### src/rtl/pwr_seq_pkg.sv
package pwr_seq_pkg;
    typedef enum logic [2:0] {
        ST_OFF    = 3'd0,
        ST_RAMP   = 3'd1,
        ST_FLASH  = 3'd2,
        ST_CONFIG = 3'd3,
        ST_RUN    = 3'd4,
        ST_FAULT  = 3'd5
    } seq_state_t;
endpackage

### src/rtl/pwr_seq_sync.sv
module pwr_seq_sync #(
    parameter int W = 1
) (
    input  logic         clk,
    input  logic         rst_n,
    input  logic [W-1:0] d,
    output logic [W-1:0] q
);
    for (genvar i = 0; i < W; i++) begin : g_bit
        logic [1:0] sh_q;
        always_ff @(posedge clk or negedge rst_n) begin
            if (!rst_n) sh_q <= 2'b00;
            else        sh_q <= {sh_q[0], d[i]};
        end
        assign q[i] = sh_q[1];
    end
endmodule

### src/rtl/pwr_seq_debounce.sv
module pwr_seq_debounce #(
    parameter int CYC = 1_000_000
) (
    input  logic clk,
    input  logic rst_n,
    input  logic din,
    output logic press
);
    localparam int CW = ($clog2(CYC) < 1) ? 1 : $clog2(CYC);
    localparam logic [CW-1:0] LAST = CW'(CYC - 1);

    logic          level_q;
    logic [CW-1:0] cnt_q;
    logic          diff;
    logic          hit;

    assign diff  = din != level_q;
    assign hit   = cnt_q == LAST;
    assign press = diff && hit && din;

    always_ff @(posedge clk or negedge rst_n) begin
        if (!rst_n) begin
            level_q <= 1'b0;
            cnt_q   <= '0;
        end else if (!diff) begin
            cnt_q   <= '0;
        end else if (hit) begin
            level_q <= din;
            cnt_q   <= '0;
        end else begin
            cnt_q   <= cnt_q + 1'b1;
        end
    end

    // the accepted level only moves after a full qualification window
    a_r2_level_qualified: assert property (@(posedge clk) disable iff (!rst_n)
        !$stable(level_q) |-> $past(cnt_q) == LAST);
endmodule

### src/rtl/pwr_seq_timer.sv
module pwr_seq_timer #(
    parameter int W = 8
) (
    input  logic         clk,
    input  logic         rst_n,
    input  logic         restart,
    output logic [W-1:0] cnt
);
    always_ff @(posedge clk or negedge rst_n) begin
        if (!rst_n)          cnt <= '0;
        else if (restart)    cnt <= '0;
        else if (cnt != '1)  cnt <= cnt + 1'b1;
    end
endmodule

### src/rtl/pwr_seq_ctrl.sv
module pwr_seq_ctrl
    import pwr_seq_pkg::*;
#(
    parameter int N_RAILS  = 4,
    parameter int FP_IDX   = 0,
    parameter int DEB_CYC  = 1_000_000,
    parameter int PG_TMO   = 5_000_000,
    parameter int DONE_TMO = 50_000_000,
    parameter int DLY_W    = 24
) (
    input  logic               clk,
    input  logic               rst_n,
    input  logic               btn_raw,
    input  logic [N_RAILS-1:0] rail_pg,
    input  logic               fpga_done,
    input  logic [DLY_W-1:0]   flash_delay,
    output logic [N_RAILS-1:0] rail_en,
    output logic               fp_en,
    output logic               fpga_rst_n,
    output logic               mcu_en,
    output logic               fault,
    output logic [2:0]         state_o
);
    localparam int PW = $clog2(PG_TMO + 1);
    localparam int DW = $clog2(DONE_TMO + 1);
    localparam int M1 = (PW > DW) ? PW : DW;
    localparam int TW = ((M1 > DLY_W) ? M1 : DLY_W) + 1;
    localparam logic [TW-1:0] PG_LAST   = TW'(PG_TMO - 1);
    localparam logic [TW-1:0] DONE_LAST = TW'(DONE_TMO - 1);

    seq_state_t         state_q, state_d;
    logic [N_RAILS-1:0] pg_s;
    logic               btn_s, done_s, press, all_pg, rails_on;
    logic [TW-1:0]      tmr;
    logic [TW:0]        tmr_p1, dly_ext;

    pwr_seq_sync #(.W(N_RAILS + 2)) u_sync (
        .clk (clk),
        .rst_n (rst_n),
        .d ({btn_raw, fpga_done, rail_pg}),
        .q ({btn_s, done_s, pg_s})
    );

    pwr_seq_debounce #(.CYC(DEB_CYC)) u_deb (
        .clk (clk),
        .rst_n (rst_n),
        .din (btn_s),
        .press (press)
    );

    pwr_seq_timer #(.W(TW)) u_tmr (
        .clk (clk),
        .rst_n (rst_n),
        .restart (state_d != state_q),
        .cnt (tmr)
    );

    assign all_pg  = &pg_s;
    assign tmr_p1  = {1'b0, tmr} + 1'b1;
    assign dly_ext = (TW + 1)'(flash_delay);

    always_ff @(posedge clk or negedge rst_n) begin
        if (!rst_n) state_q <= ST_OFF;
        else        state_q <= state_d;
    end

    always_comb begin
        state_d = state_q;
        unique case (state_q)
            ST_OFF:    if (press) state_d = ST_RAMP;
            ST_RAMP: begin
                if (all_pg)              state_d = ST_FLASH;
                else if (tmr >= PG_LAST) state_d = ST_FAULT;
            end
            ST_FLASH: begin
                if (!all_pg)                state_d = ST_RAMP;
                else if (tmr_p1 >= dly_ext) state_d = ST_CONFIG;
            end
            ST_CONFIG: begin
                if (!all_pg)               state_d = ST_RAMP;
                else if (done_s)           state_d = ST_RUN;
                else if (tmr >= DONE_LAST) state_d = ST_FAULT;
            end
            ST_RUN:    if (!all_pg) state_d = ST_RAMP;
            ST_FAULT:  state_d = ST_FAULT;
            default:   state_d = ST_FAULT;
        endcase
    end

    always_comb begin
        rails_on   = 1'b0;
        fpga_rst_n = 1'b0;
        mcu_en     = 1'b0;
        fault      = 1'b0;
        unique case (state_q)
            ST_OFF:    ;
            ST_RAMP,
            ST_FLASH:  rails_on = 1'b1;
            ST_CONFIG: begin
                rails_on   = 1'b1;
                fpga_rst_n = 1'b1;
            end
            ST_RUN: begin
                rails_on   = 1'b1;
                fpga_rst_n = 1'b1;
                mcu_en     = 1'b1;
            end
            ST_FAULT:  fault = 1'b1;
            default:   fault = 1'b1;
        endcase
    end

    assign rail_en = {N_RAILS{rails_on}};
    assign fp_en   = rails_on & pg_s[FP_IDX];
    assign state_o = state_q;

    // rails only come up after a qualified press
    a_r3_rails_need_press: assert property (@(posedge clk) disable iff (!rst_n)
        $rose(|rail_en) |-> $past(press));
    // reset release only after every rail was good
    a_r5_release_needs_pg: assert property (@(posedge clk) disable iff (!rst_n)
        $rose(fpga_rst_n) |-> $past(all_pg));
    // MCU only starts after DONE was seen
    a_r6_mcu_needs_done: assert property (@(posedge clk) disable iff (!rst_n)
        $rose(mcu_en) |-> $past(done_s) && $past(fpga_rst_n));
    // any rail loss after bring-up returns to the rail wait
    a_r7_brownout_ramp: assert property (@(posedge clk) disable iff (!rst_n)
        ((state_q == ST_FLASH || state_q == ST_CONFIG || state_q == ST_RUN) && !all_pg)
        |=> state_q == ST_RAMP);
    // fault is sticky until reset
    a_r8_fault_sticky: assert property (@(posedge clk) disable iff (!rst_n)
        fault |=> fault && rail_en == '0);
endmodule

### config.mk
export PLATFORM = sky130hd
export DESIGN_NAME = pwr_seq_ctrl
export DESIGN_NICKNAME = d
export VERILOG_FILES = /design/src/rtl/pwr_seq_pkg.sv /design/src/rtl/pwr_seq_sync.sv /design/src/rtl/pwr_seq_debounce.sv /design/src/rtl/pwr_seq_timer.sv /design/src/rtl/pwr_seq_ctrl.sv
export SDC_FILE = /design/constraint.sdc
export NUM_CORES = 1
export LEC_CHECK = 0
export ABC_AREA = 1
export BUFFER_PORTS_ARGS = -buffer_cell sky130_fd_sc_hd__buf_2
export CAP_MARGIN = 10
export CORE_MARGIN = 2
export CORE_UTILIZATION = 44
export DETAILED_ROUTE_END_ITERATION = 6
export PLACE_DENSITY = 0.6
export SLEW_MARGIN = 15
export SYNTH_ARGS = -nofsm -noshare
export SYNTH_HDL_FRONTEND = slang
export SYNTH_SLANG_ARGS = --single-unit
### constraint.sdc
create_clock -name clk -period 3.5 [get_ports clk]
set_clock_uncertainty 0.15 [all_clocks]
set_input_delay 0.7 -clock clk [delete_from_list [all_inputs] [get_ports clk]]
set_output_delay 0.7 -clock clk [all_outputs]
set_load 0.005 [all_outputs]
==> impl_results.md <==
* Cell family with most CP delay: simple AND/OR/NAND/NOR gates
* Syn avg cell area at between 7 and 8 um2
* Initial antenna violation count at 0
* Hold buffer count at cts at 0
* Seq cells post-synth at 63
* Synthesized net count at between 600 and 700
* Sw Ratio at 0.326
* Outcome: complete, no violations
* Fin nets at 716
* Sequential Power Share at 0.370
* WL/cell at between 10 and 15 um
* P_int at 1.44 mW
* Comb pwr share at 0.286
* Total CTS buffers at 9
* Worst Hold Class: reg -> reg
* First-pass DRT Iterations at 5
* Cell area after layout at 5200 um2
* CP bufs+invs at 3
* Ys flop type: dfrtp_1
* Met2 GRT Util at 0.338
* Worst-Skew Late Latency at 0.35 ns
* Max IR drop VDD at 0.269 mV
* Most frequent cells in the layout: 106 x nand2_1, 100 x inv_1, 91 x nor2_1
* CTS sink cnt at 63
* CP Max Fanout at 7
* CP most frequent cell: nand2_2
* Critical Path Max Stage Delay at 0.41 ns
* Tcrit/Tclk final at 0.958
* Most common cell after layout, fill and taps aside: nand2_1
* Chip Width at 103 um
* Die Span Y at 103 um
* Kind of critical path: reg -> reg
* Vias at 3,874
* IO Count at 43
* R2r startpoint: u_tmr.cnt[0]$_DFFE_PN0P_
* Mapped Area at 4340 um2
* Setup crit start: u_tmr.cnt[0]$_DFFE_PN0P_
* CTS tree: built
* Cell Chain, Critical Path: ha_2, nand2_2, nor2_4, nand2_4, nor2_4, buf_4, buf_4, xor2_1, ha_1, nand4_1, a21oi_1, nor2_1, nand2_1, nand2_1, nand3_1, nand2_2, nand2_2, nand2_2, nand4_4, clkbuf_16, nor2_2
* Met3 GRT Util at 0.0558
* HPWL after DPL at 7200 um
* Ant diodes at 0
* Total power at 2.14 mW
* Startpoint types: flip-flop
* Placed insts at 767
* Share of layout cells above drive strength 1 at 0.211
* RSZ-0062 raised after global routing: yes
* Cells after synthesis at 597
* Required @ worst endpoint at 3.64 ns
* Synth async-reset ratio at 1.00
* Avg Vias per Cell at 4.87
* Final setup TNS at 0 ns
* Clock Path Buffers at 2
* Switch Pwr at 0.697 mW
* Cells on worst reg2reg path at 21
* Sequential area share after synthesis at 0.363
* Gr busiest metal: met2
* Port bufs at 42
* Root Buffer: clkbuf_8
* Slew Limit Fails at 0
* FMAX at 0.298 GHz
* Arrival @ worst endpoint at 3.49 ns
* Clk slew on worst S/H paths at 0.08 ns
* R2r endpoint: u_tmr.cnt[20]$_DFFE_PN0P_
* Worst slew pin tran at 0.802 ns
* Static Leak at 2.59 nW
* Final-report hold violation count at 0
* YS warnings at 0
* Total GRT Usage at 0.203
* Met1 usage at 0.255
* # DRC at 0
* Crit. End Element: flip-flop
* Hold path endpoint: u_sync.g_bit[4].sh_q[1]$_DFF_PN0_
* Core area at 9680 um2
* Routed Antenna Nets at 0
* Row Count at 36
* Max-Cap Viols at 0
* EDFF count, synth at 0
* Die area at 10,700 um2
* Initial DRC Count at roughly 160
* Relative slew slack at 0.465
* Initial core utilization at 0.448
* GPL Wtd Cong at about 0.9
* First-pass GRT wire length at 16,600 um
* Vias in the first global route at 3,657
* Min-delay src: u_sync.g_bit[4].sh_q[0]$_DFF_PN0_
* Global route overflow at 0
* Largest net degree at the start of global routing at 64
* Syn-to-layout area delta at 19.9%
* Minimum clock period at 3.35 ns
* Htree depth at 3
* Dpl cell area at 4700 um2
* Finish-stage setup viols at 0
* Clock power frac at 0.344
* R2r setup slk at 0.15 ns
* Non-Filler Instances at just under 800
* Critical path's slowest cell: dfrtp_1
* Distinct cells, synth at 33
* Hold Crit Depth at 0
* Post-Route WL at 10,100 um
* Power per cell area at 411 nW/um2
==> how the worst max path moves through the flow <==
stage                           endpoint  slack [ns]  depth (start not counted)
3_5_place_dp    u_tmr.cnt[0]$_DFFE_PN0P_        0.17                         21
2_1_floorplan   u_tmr.cnt[7]$_DFFE_PN0P_        0.50                         19
4_1_cts         u_tmr.cnt[0]$_DFFE_PN0P_        0.13                         21
5_1_grt        u_tmr.cnt[20]$_DFFE_PN0P_       -0.03                         23
3_3_place_gp    u_tmr.cnt[1]$_DFFE_PN0P_        0.17                         21
6_report       u_tmr.cnt[20]$_DFFE_PN0P_        0.15                         21
==> power by group through the flow <==
stage	Clock [mW]	Combinational [mW]	Sequential (mW)
after floorplan	0	0.328	0.800
after global placement	0	0.419	0.805
after detailed placement	0	0.427	0.806
after CTS	0.761	0.429	0.792
after global routing	0.791	0.682	0.797
final	0.736	0.612	0.792
==> worst register-to-register path, stage by stage, from the launching register on <==
cell and delay, ns:
dfrtp_1 0.41, ha_2 0.22, nand2_2 0.07, nor2_4 0.17
nand2_4 0.10, nor2_4 0.17, buf_4 0.15, buf_4 0.10
xor2_1 0.19, ha_1 0.26, nand4_1 0.14, a21oi_1 0.06
nor2_1 0.11, nand2_1 0.11, nand2_1 0.07, nand3_1 0.07
nand2_2 0.09, nand2_2 0.07, nand2_2 0.09, nand4_4 0.18
clkbuf_16 0.24, nor2_2 0.09
==> per-stage QoR <==
stage | hold WS, ns | util | setup slack, ns
2_1_floorplan | 0.181 | - | 0.500
3_3_place_gp | 0.183 | 0.485 | 0.172
3_5_place_dp | 0.185 | 0.485 | 0.165
4_1_cts | 0.200 | 0.509 | 0.134
5_1_grt | 0.204 | 0.537 | -0.0328
6_report | 0.196 | 0.537 | 0.148
==> layout make-up <==
cell class | count | area (um2)
Timing Repair Buffer | 61 | 404
Clock buffer | 10 | 138
Sequential cell | 63 | 1580
Tap cell | 133 | 166
Clock inverter | 6 | 92.6
Fill cell | 947 | 4480
Multi-Input combinational cell | 422 | 2440
Inverter | 101 | 379
==> state kept, by name, indices dropped and copies added, names as in the netlist <==
signal / flops
u_deb.cnt_q: 20
u_sync.g_bit.sh_q: 12
u_tmr.cnt: 27
state_o: 3
u_deb.level_q: 1
==> cell usage after synthesis, types with 3 or more instances <==
library cell | instances | area, um2
nand4_1 | 16 | 100
and3_1 | 3 | 18.8
nand2_1 | 110 | 413
nor4_1 | 6 | 37.5
a21oi_1 | 24 | 120
nand3_1 | 30 | 150
nor2_1 | 99 | 372
o21a_1 | 4 | 30.0
nand2_2 | 9 | 56.3
o21ai_0 | 9 | 45.0
xor2_1 | 24 | 210
buf_4 | 4 | 30.0
inv_1 | 100 | 375
nor2_4 | 4 | 45.0
xnor2_1 | 3 | 26.3
ha_1 | 26 | 325
nor2_2 | 23 | 144
dfrtp_1 | 63 | 1580
nor3_1 | 18 | 90.1
clkbuf_1 | 4 | 15.0
==> logic make-up (layout without fill, tap and decap cells) <==
logic type | after synthesis | in the layout | share of synthesized area
compound gates | 44 | 44 | 0.0565
simple gates | 325 | 325 | 0.347
xor+xnor | 27 | 27 | 0.0545
flops | 63 | 63 | 0.363
fa+ha+maj | 26 | 26 | 0.0750
buf+inv | 112 | 178 | 0.104
==> per-layer routing <==
metal	vias to the layer above	part of all wire	wire length [um]
met5	-	0	0
met4	0	0.022	217
met3	22	0.056	560
met2	101	0.48	4860
met1	1756	0.44	4420
li1	1995	-	-
==> repair_timing <==
item | in CTS | in global routing
endpoints found under the setup margin | 0 | 27
resized for setup | 0 | 36
endpoints found under the hold margin | 0 | 0
buffers inserted | 0 | 10
No activity file was read; power rests on OpenSTA's default activity.
